**src/rtl/hdlc_rx_pkg.sv**
```systemverilog
package hdlc_rx_pkg;

   typedef enum logic [2:0] {
      RXS_OFF    = 3'd0,
      RXS_HUNT   = 3'd1,
      RXS_PROTO  = 3'd2,
      RXS_TOKEN  = 3'd3,
      RXS_BODY   = 3'd4
   } rxs_e;

endpackage

```
**src/rtl/hfr_crc16.sv**
```systemverilog
// Running CRC register, one byte folded per update, MSB first.
module hfr_crc16 #(
   parameter int          W    = 16,
   parameter logic [W-1:0] POLY = 16'h1021
) (
   input  logic         clk,
   input  logic         rst_n,
   input  logic         clr,
   input  logic         upd,
   input  logic [7:0]   din,
   output logic [W-1:0] crc_q
);
   logic [W-1:0] step;

   always_comb begin
      step = crc_q;
      for (int i = 0; i < 8; i++) begin
         if (step[W-1] ^ din[7-i])
            step = {step[W-2:0], 1'b0} ^ POLY;
         else
            step = {step[W-2:0], 1'b0};
      end
   end

   always_ff @(posedge clk or negedge rst_n) begin
      if (!rst_n)      crc_q <= '0;
      else if (clr)    crc_q <= '0;
      else if (upd)    crc_q <= step;
   end
endmodule

```
**src/rtl/hfr_hold2.sv**
```systemverilog
// Two-entry hold stage for body bytes plus body byte counter.
module hfr_hold2 #(
   parameter int MTU = 255,
   localparam int CW = $clog2(MTU + 1)
) (
   input  logic          clk,
   input  logic          rst_n,
   input  logic          clr,
   input  logic          push,
   input  logic [7:0]    din,
   output logic [7:0]    older,
   output logic [7:0]    newer,
   output logic          have2,
   output logic          at_limit
);
   logic [CW-1:0] cnt_q;

   always_ff @(posedge clk or negedge rst_n) begin
      if (!rst_n) begin
         older <= '0;
         newer <= '0;
         cnt_q <= '0;
      end else if (clr) begin
         cnt_q <= '0;
      end else if (push) begin
         older <= newer;
         newer <= din;
         cnt_q <= cnt_q + 1'b1;
      end
   end

   assign have2    = (cnt_q >= CW'(2));
   assign at_limit = (cnt_q >= CW'(MTU));
endmodule

```
**src/rtl/hfr_outreg.sv**
```systemverilog
// Single-entry payload output register with valid/ready.
module hfr_outreg #(
   parameter int DW = 8
) (
   input  logic          clk,
   input  logic          rst_n,
   input  logic          load,
   input  logic [DW-1:0] din,
   input  logic          ready,
   output logic          valid,
   output logic [DW-1:0] dout
);
   always_ff @(posedge clk or negedge rst_n) begin
      if (!rst_n) begin
         valid <= 1'b0;
         dout  <= '0;
      end else if (load) begin
         valid <= 1'b1;
         dout  <= din;
      end else if (ready) begin
         valid <= 1'b0;
      end
   end
endmodule

```
**src/rtl/hdlc_frame_rx.sv**
```systemverilog
module hdlc_frame_rx
   import hdlc_rx_pkg::*;
#(
   parameter int          MTU          = 255,
   parameter logic [7:0]  PROTO_ACKREQ = 8'h44,
   parameter logic [15:0] CRC_POLY     = 16'h1021
) (
   input  logic       clk,
   input  logic       rst_n,
   input  logic       enable,
   input  logic       ev_valid,
   input  logic       ev_delim,
   input  logic [7:0] ev_byte,
   output logic       ev_ready,
   output logic       pay_valid,
   output logic [7:0] pay_data,
   input  logic       pay_ready,
   output logic       eop_valid,
   output logic       eop_ok,
   output logic       ack_valid,
   output logic [7:0] ack_token,
   output logic       rx_off
);
   localparam int CRCW = 16;

   generate
      if (MTU < 3 || MTU > 65535) begin : g_bad_mtu
         $error("hdlc_frame_rx: MTU must lie in 3..65535");
      end
      if (CRC_POLY[0] != 1'b1) begin : g_bad_poly
         $error("hdlc_frame_rx: CRC polynomial must have its x^0 term set");
      end
   endgenerate

   rxs_e            st_q, st_n;
   logic            acc;
   logic            crc_clr, crc_upd, crc_from_hold;
   logic [7:0]      crc_din;
   logic [CRCW-1:0] crc_q;
   logic            hold_clr, hold_push;
   logic [7:0]      h_old, h_new;
   logic            h_two, h_lim;
   logic            fwd, fin, fin_ok, abort_f, tok_ld;
   logic [7:0]      tok_q;
   logic            fcs_match;

   assign ev_ready  = !pay_valid || pay_ready;
   assign acc       = ev_valid && ev_ready;
   assign fcs_match = (crc_q == {h_new, h_old});
   assign crc_din   = crc_from_hold ? h_old : ev_byte;

   always_comb begin
      st_n          = st_q;
      crc_clr       = 1'b0;
      crc_upd       = 1'b0;
      crc_from_hold = 1'b0;
      hold_clr      = 1'b0;
      hold_push     = 1'b0;
      fwd           = 1'b0;
      fin_ok        = 1'b0;
      abort_f       = 1'b0;
      tok_ld        = 1'b0;
      unique case (st_q)
         RXS_OFF: begin
            if (enable) st_n = RXS_HUNT;
         end
         RXS_HUNT: begin
            if (!enable) begin
               st_n = RXS_OFF;
            end else if (acc && ev_delim) begin
               st_n     = RXS_PROTO;
               crc_clr  = 1'b1;
               hold_clr = 1'b1;
            end
         end
         RXS_PROTO: begin
            if (acc && !ev_delim) begin
               if (ev_byte == PROTO_ACKREQ) begin
                  crc_upd = 1'b1;
                  st_n    = RXS_TOKEN;
               end else begin
                  abort_f = 1'b1;
               end
            end
         end
         RXS_TOKEN: begin
            if (acc) begin
               if (ev_delim) begin
                  abort_f = 1'b1;
               end else begin
                  crc_upd = 1'b1;
                  tok_ld  = 1'b1;
                  st_n    = RXS_BODY;
               end
            end
         end
         RXS_BODY: begin
            if (acc) begin
               if (h_lim) begin
                  abort_f = 1'b1;
               end else if (ev_delim) begin
                  if (h_two && fcs_match) fin_ok  = 1'b1;
                  else                    abort_f = 1'b1;
               end else begin
                  hold_push = 1'b1;
                  if (h_two) begin
                     fwd           = 1'b1;
                     crc_upd       = 1'b1;
                     crc_from_hold = 1'b1;
                  end
               end
            end
         end
         default: st_n = RXS_HUNT;
      endcase

      fin = abort_f || fin_ok;
      if (fin) begin
         crc_clr  = 1'b1;
         crc_upd  = 1'b0;
         hold_clr = 1'b1;
         if (!enable)                st_n = RXS_OFF;
         else if (abort_f && ev_delim) st_n = RXS_PROTO;
         else                        st_n = RXS_HUNT;
      end
   end

   always_ff @(posedge clk or negedge rst_n) begin
      if (!rst_n) begin
         st_q      <= RXS_OFF;
         tok_q     <= '0;
         eop_valid <= 1'b0;
         eop_ok    <= 1'b0;
         ack_valid <= 1'b0;
      end else begin
         st_q      <= st_n;
         eop_valid <= fin;
         eop_ok    <= fin_ok;
         ack_valid <= fin_ok;
         if (tok_ld) tok_q <= ev_byte;
      end
   end

   assign ack_token = tok_q;
   assign rx_off    = (st_q == RXS_OFF);

   hfr_crc16 #(.W(CRCW), .POLY(CRC_POLY)) u_crc (
      .clk   (clk),
      .rst_n (rst_n),
      .clr   (crc_clr),
      .upd   (crc_upd),
      .din   (crc_din),
      .crc_q (crc_q)
   );

   hfr_hold2 #(.MTU(MTU)) u_hold (
      .clk      (clk),
      .rst_n    (rst_n),
      .clr      (hold_clr),
      .push     (hold_push),
      .din      (ev_byte),
      .older    (h_old),
      .newer    (h_new),
      .have2    (h_two),
      .at_limit (h_lim)
   );

   hfr_outreg #(.DW(8)) u_out (
      .clk   (clk),
      .rst_n (rst_n),
      .load  (fwd),
      .din   (h_old),
      .ready (pay_ready),
      .valid (pay_valid),
      .dout  (pay_data)
   );
endmodule

```
**config.mk**
```make
export PLATFORM = sky130hd
export DESIGN_NAME = hdlc_frame_rx
export DESIGN_NICKNAME = d
export VERILOG_FILES = /design/src/rtl/hdlc_rx_pkg.sv /design/src/rtl/hfr_crc16.sv /design/src/rtl/hfr_hold2.sv /design/src/rtl/hfr_outreg.sv /design/src/rtl/hdlc_frame_rx.sv
export SDC_FILE = /design/constraint.sdc
export NUM_CORES = 1
export LEC_CHECK = 0
export BUFFER_PORTS_ARGS = -buffer_cell sky130_fd_sc_hd__buf_2
export CORE_MARGIN = 2
export CORE_UTILIZATION = 50
export CTS_BUF_LIST = sky130_fd_sc_hd__clkbuf_8 sky130_fd_sc_hd__clkbuf_16
export DETAILED_ROUTE_END_ITERATION = 6
export PLACE_DENSITY_LB_ADDON = 0.08
export SLEW_MARGIN = 30
export SYNTH_ARGS = -nofsm -noshare
export SYNTH_HDL_FRONTEND = slang
export SYNTH_SLANG_ARGS = --single-unit
```
**constraint.sdc**
```tcl
create_clock -name clk -period 3 [get_ports clk]
set_input_delay 0.3 -clock clk [delete_from_list [all_inputs] [get_ports clk]]
set_output_delay 0.3 -clock clk [all_outputs]
set_load 0.005 [all_outputs]
```
* Yosys cells after proc, flatten, opt, wreduce, memory -nomap -nowiden *
Cells that the tools add are included.

word-level totals
  bits in registers = 62
  word-level logic and storage cells = 117
  bits in read-only memories = 0
  output and inout bits = 22
  input port bits = 14
  bits in writable memories = 0
  memories kept = 0
  latch bits = 0

cells by class
  $mul = 0
  divide/modulo/power cells = 0
  $add $sub $neg = 1
  magnitude comparators = 2
  eq/ne operators = 13
  reductions and logical operators = 15
  bitwise gates (word level) = 17
  shift operators = 0
  multiplexer cells = 59

operator list
  cell                 number
  $mux 13              8
  $mux 1               33
  $mux 16              2
  $mux 3               8
  $mux 8               3
  $not 3->3            8
  $eq 16x16->1         1
  $pmux 3 s5           1
  $ne 3x3->1 const B   4
  $add 8x1->8 const B  1
  $eq 8x7->1 const B   1
  $ge 8x2->1 const B   1
  $ge 8x8->1 const B   1
  $xor 1x1->1          8
  $reduce_and 7->1     1
  $eq 3x2->1 const B   2
  $pmux 1 s3           2
  $reduce_bool 2->1    3
  $logic_and 1x1->1    5
  $mux 2               2
  $ne 4x4->1 const B   1
  $eq 3x1->1 const B   1
  $eq 3x3->1 const B   1
  $logic_not 3->1      1
  other kinds (6)      8

* Depth between registers and ports, before layout *
  depth after elaboration = 25
  mapped depth = 10
  gate-level depth less buffers = 9

* Modules after synthesis *
Synthesis repeated with hierarchy kept, for this count alone.

second synthesis, totals
  cell total of the unflattened synthesis = 285
  area, all modules = 3567.2 um^2

by module, submodules not included
  module         cells an instance  seq. area each (um^2)  instances  area each (um^2)
  hfr_hold2      79                 600.6                  1          1092.3
  hdlc_frame_rx  107                325.3                  1          1062.3
  hfr_crc16      79                 400.4                  1          1043.5
  hfr_outreg     20                 225.2                  1          369.1

* Worst setup path before layout *
OpenSTA, ideal clock, no wires.

  path type = register -> register
  start point = register u_hold.cnt_q[1]
  end point = register u_crc.crc_q[10]
  required time = 2.853 ns
  arrival time = 2.231 ns
  library setup time = 0.147 ns
  path buffers = 3
  setup slack = 0.623 ns
  clock period less this slack = 2.377 ns
  stages on the path, launching flop included = 11
  cell sequence = dfrtp_1 ha_1 nand3_1 nand2b_1 clkbuf_1 nand2_1 nor2_2 a21oi_1 buf_2 clkbuf_1 o22ai_2

on the way
  longest elaborated chain between the ends = 16
  elaborated cells on any way between the ends = 33
  those cells by class = order compare: 2; mux: 27; bitwise: 1; reduce/logical: 3

ends and longest elaborated chain
  element                 line                  RTL
  from (decl)             hfr_hold2.sv:16       logic [CW-1:0] cnt_q;
  from (signal assigned)  hfr_hold2.sv:28       cnt_q <= cnt_q + 1'b1;
  $ge 8x2->1              hfr_hold2.sv:32       assign have2 = (cnt_q >= CW'(2));
  $mux 1                  hdlc_frame_rx.sv:106  if (h_two) begin
  $mux 1                  hdlc_frame_rx.sv:101  end else if (ev_delim) begin
  $mux 1                  hdlc_frame_rx.sv:99   if (h_lim) begin
  $mux 1                  hdlc_frame_rx.sv:98   if (acc) begin
  $mux 1                  hdlc_frame_rx.sv:63   unique case (st_q)
  $mux 8                  hdlc_frame_rx.sv:50   assign crc_din = crc_from_hold ? h_old : ev_byte;
  $xor 1x1->1             hfr_crc16.sv:18       if (step[W-1] ^ din[7-i])
  $mux 13 (6 in a row)    hfr_crc16.sv:18
  $mux 16                 hfr_crc16.sv:28       else if (upd) crc_q <= step;
  $mux 16                 hfr_crc16.sv:27       else if (clr) crc_q <= '0;
  to (signal assigned)    hfr_crc16.sv:28
  to (decl)               hfr_crc16.sv:11       output logic [W-1:0] crc_q

Parallel ways exist; a longest one is shown, timed or not. The select of a mux whose other input is x is not followed.
A chain may end at the register's enable or synchronous reset.

* Worst setup path after layout *
  start point = register st_q[1]
  end point = register u_hold.cnt_q[0]

on the way
  longest elaborated chain between the ends = 5
  elaborated cells on any way between the ends = 12
  those cells by class = eq/ne: 4; mux: 6; reduce/logical: 2

ends and longest elaborated chain
  element                                      line                  RTL
  from (decl)                                  hdlc_frame_rx.sv:35   rxs_e st_q, st_n;
  from (signal assigned)                       hdlc_frame_rx.sv:136  st_q <= st_n;
  $eq 3x3->1 (*)                               hdlc_frame_rx.sv:63
  $mux 1 (*)                                   hdlc_frame_rx.sv:63
  via fin_ok                                   hdlc_frame_rx.sv:43   logic fwd, fin, fin_ok, abort_f, tok_ld;
  $logic_or 1x1->1 (*)                         hdlc_frame_rx.sv:117  fin = abort_f || fin_ok;
  $mux 1 (*)                                   hdlc_frame_rx.sv:118  if (fin) begin
  $mux 8 or $reduce_bool 2->1 (tied branches)  --

Mark *: on every way through the listed nets, which the timed path passes. The rest lies on a longest branch.

==> results.cfg <==
[place]
postPlaceCellArea_um2 = 3850
port_buffers = 35
placedCellCount = 494
hpwlAfterDp_mm = 5.87
routabilityCongestion = 0.835

[synthesis]
yosysUniqueCellTypes = 45
syn_area_um2 = 3510
yosysTopAreaCell = dfrtp_1
yosysSeqAreaShare_pct = 44.2
synth_area_leaders = dfrtp_1 (44%), nand2_1 (8.6%), xnor2_1 (6.0%)
ys_warn_count = 0
syn_nets = 380
syn_inst = 364
async_flop_share_pct = 100
ys.flop_type = dfrtp_1
yosysTopAreaCellShare_pct = 44.2
syn_area_per_cell_um2 = 9.65
ys_ff_latch = 62
synth-edff-count = 0

[routing]
avgViaCountPerCell = 5.47
route.detailed.drc = 0
first_pass_iters = 4
avgRoutedWirePerCell_um = 16.4
ant_nets = 0
drt-total-wl_mm = 8.35
vias = 2789
drtIter0Drc = 153

[cells_and_area]
seqCellArea_um2 = 1550
fillers = 608
area_delta_synth_final_pct = 14.8
layout-drive-gt1-share_pct = 24.6
fin_nets = 426
multi_input_area_um2 = 1860
final_cell_area_um2 = 4030
diodes = 0
fin_cells = 510
final_common_cell = nand2_1
final_cell_mix = nand2_1 (80), dfrtp_1 (62), buf_2 (35)

[sta]
setup-tns-final_ns = 0
final-hold-violation-count = 0
setup_viol = 0
slew_headroom_pct = 65.6
whs_ns = 0.222
fin_crit_sh_pct = 91.8
tightest_slew_ns = 0.512
drv_slew = 0
finClkSkew_ns = 0.0108
grt_setup_unrepaired = no
post-route-min-period_ns = 2.75
max_freq_mhz = 363

[clock_network]
cts_buffers = 9
cts.repair.resized = 0
post_cts_buffers = 0
cts_tree = done
cts-htree-levels = 3
cts_num_sinks = 62
clock_tree.root_cell = clkbuf_8
postCtsHoldBufs = 1
path_clk_slew_ns = 0.07
clk_path_buf_depth = 2
clock_latency_ns = 0.34

[setup_path]
start_kind = flip-flop
arrival_ns = 2.95
path_buf_inv = 2
critPathKind = reg2reg
cp-end-kind = flip-flop
slowest_stage = dfrtp_1
crit_family = simple AND/OR/NAND/NOR gates
crit_fanout = 24
cp.required_ns = 3.20
cp_slowest_stage_delay_ns = 0.45
worstPathCellList = buf_4 > or3b_4 > or4_4 > nor3_4 > and3_1 > nor3_4 > o41ai_4 > buf_4 > o21ai_0

[die]
die_y_um = 87.8
die_x_um = 87.8
core.rowCount = 30
coreArea_um2 = 6790
ios = 36
dieArea_um2 = 7710
start_util_pct = 51.7

[power_and_ir_drop]
p_leak_nw = 1.92
irDropWorstVdd_mv = 0.435
power_density_nw_per_um2 = 751
finalPower_mw = 3.03

[flow_run]
cap_violations = 0

[global_route]
grt_start_max_net_pins = 33
grt_first_pass_wirelength_mm = 13.7
grt.overflow.total = 0
grtUsageTotal_pct = 23.7
antenna_found_initial = 0
grt_pass1_vias = 2675

[min_path]
hold_class = in2reg

[outcome]
status = completed
flip-flops by register name, indices dropped and copies added, names as in the netlist:
register / flops
ack_token: 8
ack_valid: 1
eop_valid: 1
st_q: 3
u_crc.crc_q: 16
u_hold.cnt_q: 8
u_hold.newer: 8
u_hold.older: 8
u_out.dout: 8
u_out.valid: 1
area by class of cell:
type | count | share of cell area [%]
Clock buffer | 11 | 3.76
Clock inverter | 4 | 0.559
Inverter | 7 | 0.652
Multi-Input combinational cell | 279 | 46.2
Sequential cell | 62 | 38.5
Tap cell | 96 | 2.98
Timing Repair Buffer | 51 | 7.39
layer usage:
layer / GRT usage (%) / share of wire (%) / up-vias
met4: 8.67 / 1.6 / 0
met5: 0 / 0 / -
met1: 34.7 / 48 / 1346
li1: - / - / 1346
met2: 35.5 / 45 / 87
met3: 3.77 / 5.7 / 10
logic make-up after synthesis:
| kind of cell | after synthesis | share of synthesized area [%] |
|---|---|---|
| buffers and inverters | 23 | 3.21 |
| adders and majority gates | 2 | 0.713 |
| AOI/OAI and AO/OA | 53 | 12.7 |
| xor gates and xnor gates | 39 | 9.73 |
| DFF | 62 | 44.2 |
| muxes | 17 | 5.42 |
| and+or+nand+nor | 168 | 24.1 |
per-stage QoR:
step                      util (%)  setup WS [ns]
after floorplan                  -          0.623
after global placement        56.6          0.319
after detailed placement      56.6          0.284
after CTS                     59.3          0.263
after global routing          59.3          0.129
final                         59.3          0.245
Yosys cell counts, types with 3 or more instances:
master	instances
a2111oi_0	4
a21oi_1	7
a32oi_1	4
buf_2	3
clkbuf_1	9
dfrtp_1	62
inv_1	7
mux2_2	16
nand2_1	80
nand2b_1	22
nand3_1	7
nand4_1	4
nor2_1	14
nor2b_1	17
nor3_1	7
nor4_1	4
o2111ai_1	4
o21ai_0	8
o22ai_1	3
o22ai_2	11
o32ai_1	4
xnor2_1	24
xor2_1	15
where the power goes:
group          internal [mW]  switching (mW)  leakage, nW  total, mW
Sequential              1.02           0.209        0.835       1.23
Clock                  0.336           0.331       0.0910      0.667
Combinational          0.545           0.587        0.998       1.13
path summary, 6_finish.rpt:
kind	startpoint	to	slack (ns)	depth (start not counted)
setup / recovery	st_q[1]$_DFFE_PN0P_	u_hold.cnt_q[0]$_DFFE_PN0P_	0.25	9
hold / removal	ev_byte[6]	u_hold.newer[6]$_DFFE_PN0P_	0.22	3
setup reg to reg	st_q[1]$_DFFE_PN0P_	u_hold.cnt_q[0]$_DFFE_PN0P_	0.25	9
hold reg to reg	ack_token[0]$_DFFE_PN0P_	ack_token[0]$_DFFE_PN0P_	0.50	1
max in group asynchronous	rst_n	ack_token[2]$_DFFE_PN0P_	1.87	3
min in group asynchronous	rst_n	eop_valid$_DFF_PN0_	0.45	2
tightest hold or removal path: stages:
cell     delay, ns
buf_2         0.13
nand2_1       0.05
nand2_1       0.04
No activity file was read; power rests on OpenSTA's default activity.
